`src/rtl/dsel_pkg.sv`:
```
package dsel_pkg;

  // Operation applied to the timer and shifter on the next clock edge
  typedef enum logic [1:0] {
    OP_HOLD   = 2'd0,
    OP_STEP   = 2'd1,
    OP_RELOAD = 2'd2
  } dsel_op_e;

  // Clocks spent by the timer going from its start value to its terminal value 0
  function automatic int unsigned dwell_clocks(input int unsigned cnt_w,
                                               input int unsigned start_val);
    return (1 << cnt_w) - start_val + 1;
  endfunction

endpackage

```
`src/rtl/dsel_ctrl.sv`:
```
module dsel_ctrl
  import dsel_pkg::*;
(
  input  logic     sync_i,
  input  logic     term_i,
  output dsel_op_e op_o
);

  // Sync low has priority over everything; otherwise the terminal count steps
  always_comb begin
    if (!sync_i)     op_o = OP_RELOAD;
    else if (term_i) op_o = OP_STEP;
    else             op_o = OP_HOLD;
  end

endmodule

```
`src/rtl/dsel_timer.sv`:
```
module dsel_timer
  import dsel_pkg::*;
#(
  parameter int unsigned CNT_W     = 4,
  parameter int unsigned START_VAL = 7
) (
  input  logic     clk,
  input  logic     rst_n,
  input  dsel_op_e op_i,
  output logic     term_o
);

  localparam logic [CNT_W-1:0] START = CNT_W'(START_VAL);

  logic [CNT_W-1:0] cnt_q;
  logic [CNT_W-1:0] cnt_d;

  always_comb begin
    unique case (op_i)
      OP_RELOAD: cnt_d = START;
      OP_STEP:   cnt_d = START;
      default:   cnt_d = cnt_q + CNT_W'(1);
    endcase
  end

  always_ff @(posedge clk or negedge rst_n) begin
    if (!rst_n) cnt_q <= START;
    else        cnt_q <= cnt_d;
  end

  assign term_o = (cnt_q == '0);

endmodule

```
`src/rtl/dsel_shifter.sv`:
```
module dsel_shifter
  import dsel_pkg::*;
#(
  parameter int unsigned NUM_SEL = 4
) (
  input  logic               clk,
  input  logic               rst_n,
  input  dsel_op_e           op_i,
  output logic [NUM_SEL-1:0] q_o
);

  localparam int unsigned TOP = NUM_SEL - 1;

  logic [NUM_SEL-1:0] q_q;
  logic [NUM_SEL-1:0] q_d;

  for (genvar i = 0; i < NUM_SEL; i++) begin : g_stage
    // Value a parallel load puts into this stage: only the top stage is set
    localparam logic LOAD_BIT = (i == TOP);
    logic from_up;
    if (i == TOP) begin : g_top
      assign from_up = 1'b0;
    end else begin : g_mid
      assign from_up = q_q[i+1];
    end

    always_comb begin
      unique case (op_i)
        OP_RELOAD: q_d[i] = LOAD_BIT;
        OP_STEP:   q_d[i] = from_up;
        default:   q_d[i] = q_q[i];
      endcase
    end

    always_ff @(posedge clk or negedge rst_n) begin
      if (!rst_n) q_q[i] <= LOAD_BIT;
      else        q_q[i] <= q_d[i];
    end
  end

  assign q_o = q_q;

endmodule

```
`src/rtl/dsel_sequencer.sv`:
```
module dsel_sequencer
  import dsel_pkg::*;
#(
  parameter int unsigned NUM_SEL   = 4,
  parameter int unsigned CNT_W     = 4,
  parameter int unsigned START_VAL = 7
) (
  input  logic               clk,
  input  logic               rst_n,
  input  logic               sync_i,
  output logic [NUM_SEL-1:0] sel_o,
  output logic [NUM_SEL-1:0] sel_n_o,
  output logic               step_o
);

  localparam int unsigned DWELL = dwell_clocks(CNT_W, START_VAL);

  dsel_op_e           op;
  logic               term;
  logic [NUM_SEL-1:0] sel_q;

  dsel_ctrl u_ctrl (
    .sync_i (sync_i),
    .term_i (term),
    .op_o   (op)
  );

  dsel_timer #(
    .CNT_W     (CNT_W),
    .START_VAL (START_VAL)
  ) u_timer (
    .clk    (clk),
    .rst_n  (rst_n),
    .op_i   (op),
    .term_o (term)
  );

  dsel_shifter #(
    .NUM_SEL (NUM_SEL)
  ) u_shift (
    .clk   (clk),
    .rst_n (rst_n),
    .op_i  (op),
    .q_o   (sel_q)
  );

  // Each strobe gets its own true and complemented driver
  for (genvar i = 0; i < NUM_SEL; i++) begin : g_out
    assign sel_o[i]   = sel_q[i];
    assign sel_n_o[i] = ~sel_q[i];
  end

  assign step_o = term;

  initial begin
    if (DWELL < 2) $error("dwell too short");
  end

endmodule

```
`config.mk`:
```
export PLATFORM = sky130hd
export DESIGN_NAME = dsel_sequencer
export DESIGN_NICKNAME = d
export VERILOG_FILES = /design/src/rtl/dsel_pkg.sv /design/src/rtl/dsel_ctrl.sv /design/src/rtl/dsel_timer.sv /design/src/rtl/dsel_shifter.sv /design/src/rtl/dsel_sequencer.sv
export SDC_FILE = /design/constraint.sdc
export NUM_CORES = 1
export LEC_CHECK = 0
export BUFFER_PORTS_ARGS = -buffer_cell sky130_fd_sc_hd__buf_4
export CAP_MARGIN = 20
export CORE_AREA = 2 2 39 41
export DETAILED_ROUTE_END_ITERATION = 16
export DIE_AREA = 0 0 41 43
export PLACE_DENSITY = 0.55
export SETUP_SLACK_MARGIN = 0.4
export SLEW_MARGIN = 15
export SYNTH_ARGS = -nofsm -noshare
export SYNTH_HDL_FRONTEND = slang
export SYNTH_HIERARCHICAL = 1
export SYNTH_SLANG_ARGS = --single-unit
```
`constraint.sdc`:
```
create_clock -name clk -period 4.2 [get_ports clk]
set_clock_uncertainty 0.1 [all_clocks]
set_input_delay 0.42 -clock clk [delete_from_list [all_inputs] [get_ports clk]]
set_output_delay 0.42 -clock clk [all_outputs]
set_load 0.03 [all_outputs]
```
# Word level (Yosys, flattened, before mapping)
# Index checks and enable logic that the tools add are counted.
[totals]
wordCells = 22
ff_bits = 8
in_bits = 3
out_inout_bits = 9
[classes]
mux = 7
n_reduce_logical = 3
n_eq_ne = 2
bitwise = 4
add_sub_neg = 1
[ops]
columns = ["op", "count"]
rows = [
  ["1-bit one-hot mux with 2 select lines", 4],
  ["4-bit by 1-bit adder with 4-bit output (second input constant)", 1],
  ["4-bit logical NOT", 1],
  ["4-bit 2-to-1 mux", 1],
  ["1-bit inverter", 4],
  ["2-bit by 1-bit == test with 1-bit output (second input constant)", 1],
  ["2-bit == test (second input constant)", 1],
  ["2-bit 2-to-1 mux", 1],
  ["2-bit nonzero test", 1],
  ["2-bit OR reduction", 1],
  ["1-bit 2-to-1 mux", 1],
]

# Logic depth before layout (Yosys ltp)
[logic_depth]
word_depth = 6
depth_mapped = 7

# Modules after synthesis
# Netlist, hierarchy kept.
[modules_own_cells]
columns = ["mod", "n_inst", "cells_each", "area_each_um2"]
rows = [
  ["dsel_timer", 1, 17, 207.7],
  ["dsel_shifter", 1, 20, 191.4],
  ["dsel_sequencer", 1, 4, 15.0],
  ["dsel_ctrl", 1, 2, 10.0],
]

# Worst setup path after synthesis
# OpenSTA, ideal clock, no wires.
[synth_timing]
path_kind = "register to register"
from = "register u_timer.cnt_q[0]"
to = "register u_shift.q_q[1] (netlist: u_shift/g_stage[0].from_up)"
t_required_ns = 3.970
path_buffers = 0
t_arrival_ns = 2.045
stages_incl_launch_ff = 8
slack_ns = 1.925
cell_sequence = "dfstp_2 inv_1 ha_1 nor3b_1 and2_1 ha_1 nand2_1 o21ai_0"
[synth_between]
elab_chain_cells = 5
word_cells_on_any_way = 7
classes_between = "2 x eq/ne; 3 x mux; 2 x reduce/logical"
[synth_rtl]
columns = ["element", "line_no", "source"]
rows = [
  ["start: declaration", "dsel_timer.sv:15", "logic [CNT_W-1:0] cnt_q;"],
  ["start signal: assignment", "dsel_timer.sv:28", "else cnt_q <= cnt_d;"],
  ["4-bit logical NOT *", "dsel_timer.sv:31", "assign term_o = (cnt_q == '0);"],
  ["via step_o", "dsel_sequencer.sv:13", "output logic step_o"],
  ["1-bit 2-to-1 mux *", "dsel_ctrl.sv:12", "else if (term_i) op_o = OP_STEP;"],
  ["2-bit 2-to-1 mux *", "dsel_ctrl.sv:11", "if (!sync_i) op_o = OP_RELOAD;"],
  ["via op[0]", "dsel_sequencer.sv:18", "dsel_op_e op;"],
  ["2-bit by 1-bit == test with 1-bit output / 2-bit == test (equally long branches)", "dsel_shifter.sv:28", "unique case (op_i)"],
  ["1-bit one-hot mux with 2 select lines / 2-bit nonzero test (equally long branches)", "--", ""],
  ["end signal: indexed assignment", "dsel_shifter.sv:37", "else q_q[i] <= q_d[i];"],
  ["end: declaration", "dsel_shifter.sv:14", "logic [NUM_SEL-1:0] q_q;"],
]
# Mark *: on every way through the listed nets, which the timed path passes. The rest lies on a longest branch.
# A chain may end at the register's enable or synchronous reset.

# Worst setup path after layout
[layout_timing]
from = "register u_timer.cnt_q[0]"
to = "register u_shift.q_q[0] (netlist: u_shift/q_o[0])"
[layout_between]
elab_chain_cells = 5
word_cells_on_any_way = 7
classes_between = "2 x eq/ne; 3 x mux; 2 x reduce/logical"
[layout_rtl]
columns = ["element", "line_no"]
rows = [
  ["4-bit logical NOT *", "dsel_timer.sv:31"],
  ["1-bit 2-to-1 mux *", "dsel_ctrl.sv:12"],
  ["2-bit 2-to-1 mux *", "dsel_ctrl.sv:11"],
  ["via op[0]", "dsel_sequencer.sv:18"],
  ["2-bit by 1-bit == test with 1-bit output / 2-bit == test (equally long branches)", "dsel_shifter.sv:28"],
  ["1-bit one-hot mux with 2 select lines / 2-bit nonzero test (equally long branches)", "--"],
]
# Marked as above.

==> flow_metrics.env <==
export IMPL_core_area_um2=1384
export IMPL_finalWorstSetupSlack_ns=2.260
export IMPL_seq_power_share_pct=51.6
export IMPL_hold_class="flop to flop"
export IMPL_syn_area_um2=424.2
export IMPL_cp_common_cell="ha_1"
export IMPL_ir_drop_v=0.0001676
export IMPL_clk_pin_slew_ns=0.06
export IMPL_cp_data_required_time_ns=4.26
export IMPL_cts_made_buffers=3
export IMPL_maxCapViolations=0
export IMPL_p_sw_uw=49.49
export IMPL_p_comb_share_pct=17.7
export IMPL_power_uw=189.5
export IMPL_grt_pass1_wl_mm=1.324
export IMPL_critPathCapture="u_shift/q_o[0]"
export IMPL_vias=295
export IMPL_synth_compound_area_share_pct=3.540
export IMPL_reg2reg_to="u_shift/q_o[0]"
export IMPL_sequential_cell_area_um2=205.2
export IMPL_grt_setup_unrepaired="false"
export IMPL_clock_sinks=8
export IMPL_grt_overflow_total=0
export IMPL_synth_top_family_by_area="simple AND/OR/NAND/NOR gates"
export IMPL_io_pins=12
export IMPL_place_ws_ns=2.259
export IMPL_grt_max_degree=9
export IMPL_crit_slowest_cell="dfstp_2"
export IMPL_cts_htree_levels=1
export IMPL_portBuffers=11
export IMPL_path_cells="inv_1 > ha_1 > nor3b_1 > and2_1 > ha_1 > o21ai_0"
export IMPL_avgSynthCellArea_um2=9.864
export IMPL_fin_crit_sh_pct=46.20
export IMPL_crit_path_end_kind="flop"
export IMPL_grt_total_usage_pct=11.73
export IMPL_avgViaCountPerCell=4.155
export IMPL_reg2reg_from="u_timer/cnt_q[0]"
export IMPL_placed_area_um2=504.2
export IMPL_slew_headroom_pct=84.37
export IMPL_path_buf_inv=1
export IMPL_nFillCells=147
export IMPL_worstSetupPathType="flop to flop"
export IMPL_synthMuxAreaShare_pct=2.360
export IMPL_area_growth_pct=26.55
export IMPL_cp_top_family="adder cells"
export IMPL_ff2ff_path_depth=6
export IMPL_insertion_delay_ns=0.25
export IMPL_dp_hpwl_um=608.2
export IMPL_initial_utilization_pct=30.65
export IMPL_wire_per_inst_um=10.82
export IMPL_rrSetupSlack_ns=2.26
export IMPL_cp_startpoint="u_timer/cnt_q[0]"
export IMPL_synth_xor_area_share_pct=7.965
export IMPL_fp_dieH_um=43
export IMPL_synthSimpleGateAreaFrac_pct=15.63
export IMPL_max_freq_mhz=515.4
export IMPL_ys_warn_count=6
export IMPL_ys_seq_area_share_pct=48.38
export IMPL_critPathMaxStageDelay_ns=0.56
export IMPL_chipWidth_um=41
export IMPL_min_delay_path_depth=1
export IMPL_cts_buffer_depth=2
export IMPL_post_synth_fa_ha_maj_area_fraction_pct=8.850
export IMPL_intPower_uw=140.1
export IMPL_syn_num_nets=49
export IMPL_clkPwrFrac_pct=30.7
export IMPL_final_setup_viol_count=0
export IMPL_syn_inst=43
export IMPL_final_util_pct=38.79
export IMPL_finalHoldViolations=0
export IMPL_synth_cell_types=14
export IMPL_drive_gt1_share_pct=36.36
export IMPL_cp_max_fo=7
export IMPL_cts_root_buf="clkbuf_4"
export IMPL_power_density_nw_per_um2=353.1
export IMPL_cp_start_kind="flop"
export IMPL_leakagePower_nw=0.2817
export IMPL_ant_nets=0
export IMPL_cp_depth=6
export IMPL_netSwitchingFraction_pct=26.11
export IMPL_cts_tree="built"
export IMPL_tightestPinTransition_ns=0.2334
export IMPL_setup_tns_ns=0
export IMPL_std_cell_rows=14
export IMPL_grt_pass1_vias=304
export IMPL_final_cell_area_um2=536.8
export IMPL_fin_nets=63
export IMPL_outcome="finished, final reports clean"
export IMPL_worst_ep_arrival_time_ns=2.00
export IMPL_ys_seq_elements=8
export IMPL_drtPass1Iterations=2
export IMPL_post_cts_resized=0
export IMPL_wl_um=768
export IMPL_antenna_found_initial=0
export IMPL_drt_iter0_drc=6
export IMPL_die_area_um2=1763
export IMPL_period_needed_ns=1.940
export IMPL_gp_congestion=0.7265
export IMPL_drv_slew=0
export IMPL_n_antenna_cell=0
export IMPL_multi_input_area_um2=162.7
export IMPL_drc=0
-- worst register-to-register path, stage by stage (launching register included) --
cell and delay [ns]:
dfstp_2 0.56, inv_1 0.06, ha_1 0.19, nor3b_1 0.14
and2_1 0.19, ha_1 0.40, o21ai_0 0.22
-- worst min-delay path by stage --
stage	startpoint	to	slack, ns
floorplan	rst_n	u_shift/g_stage[0].from_up	0.02
global placement	rst_n	u_timer/cnt_q[3]	0.15
detailed placement	rst_n	u_timer/cnt_q[3]	0.15
CTS	u_timer/cnt_q[0]	u_timer/cnt_q[0]	0.37
global route	u_timer/cnt_q[0]	u_timer/cnt_q[0]	0.41
finish	u_timer/cnt_q[0]	u_timer/cnt_q[0]	0.37
-- routing by layer --
metal	share of wire, %	global-route usage (%)	vias up	routed length, µm
met5	0	0	-	0
met4	0.91	8.000	0	7
met3	2.1	3.141	2	16
met2	57	18.13	7	435
met1	40	13.16	136	309
li1	-	-	150	-
-- area by class of cell --
cell class                 instances  area share, %
timing repair buffer              12          17.25
tap                               16          3.730
clock buffer                       3          4.196
sequential                         8          38.23
multi-input combinational         23          30.30
inverter                           9          6.294
-- power groups by stage --
stage | clock network, mW | registers, mW | logic (mW)
after floorplan | 0 | 0.0969 | 0.0246
after global placement | 0 | 0.0989 | 0.0322
after detailed placement | 0 | 0.0988 | 0.0329
after CTS | 0.0611 | 0.0977 | 0.0341
after global routing | 0.0661 | 0.0989 | 0.0386
final | 0.0582 | 0.0978 | 0.0336
-- what timing repair did --
item / CTS / global route
hold buffers: 1 / 0
hold endpoints to repair: 4 / 0
setup buffers: 0 / 0
-- state kept, by name, indices dropped and copies added, names as in the netlist --
name                     flops
u_shift/g_stage.from_up      3
u_shift/q_o                  1
u_timer/cnt_q                4
-- cell families after synthesis --
family / after synthesis
multiplexers: 1
XOR/XNOR: 3
flip-flops: 8
adder cells (fa/ha/maj): 3
AND/OR/NAND/NOR: 13
buffers and inverters: 12
AO/OA/AOI/OAI: 3
-- cell usage after synthesis --
| cell | number | area, µm² |
|---|---|---|
| dfrtp_1 | 4 | 100.1 |
| nand3_2 | 1 | 10.01 |
| ha_1 | 3 | 37.54 |
| xnor2_2 | 1 | 16.27 |
| mux2i_1 | 1 | 10.01 |
| o21ai_0 | 3 | 15.01 |
| nand2_1 | 8 | 30.03 |
| nor3b_1 | 1 | 7.510 |
| xnor2_1 | 2 | 17.52 |
| inv_1 | 9 | 33.78 |
| buf_4 | 3 | 22.52 |
| nand2b_1 | 1 | 6.260 |
| dfstp_2 | 4 | 105.1 |
| and2_1 | 2 | 12.51 |
-- through the flow --
step | hold slack [ns] | std cells
2_1_floorplan | 0.02441 | 43
3_3_place_gp | 0.1459 | 67
3_5_place_dp | 0.1454 | 67
4_1_cts | 0.3748 | 71
5_1_grt | 0.4058 | 71
6_report | 0.3712 | 71
-- cells in the final DEF, fill, tap and decap left out, drive strengths merged --
master       netlist  routed
dlygate4sd3        0       1
nor3b              1       1
nand3              1       1
mux2i              1       1
nand2b             1       1
dfrtp              4       4
dfstp              4       4
clkbuf             0       3
nand2              8       8
o21ai              3       3
inv                9       9
and2               2       2
ha                 3       3
xnor2              3       3
buf                3      11
Note: power is estimated with default switching activity, not from simulation.
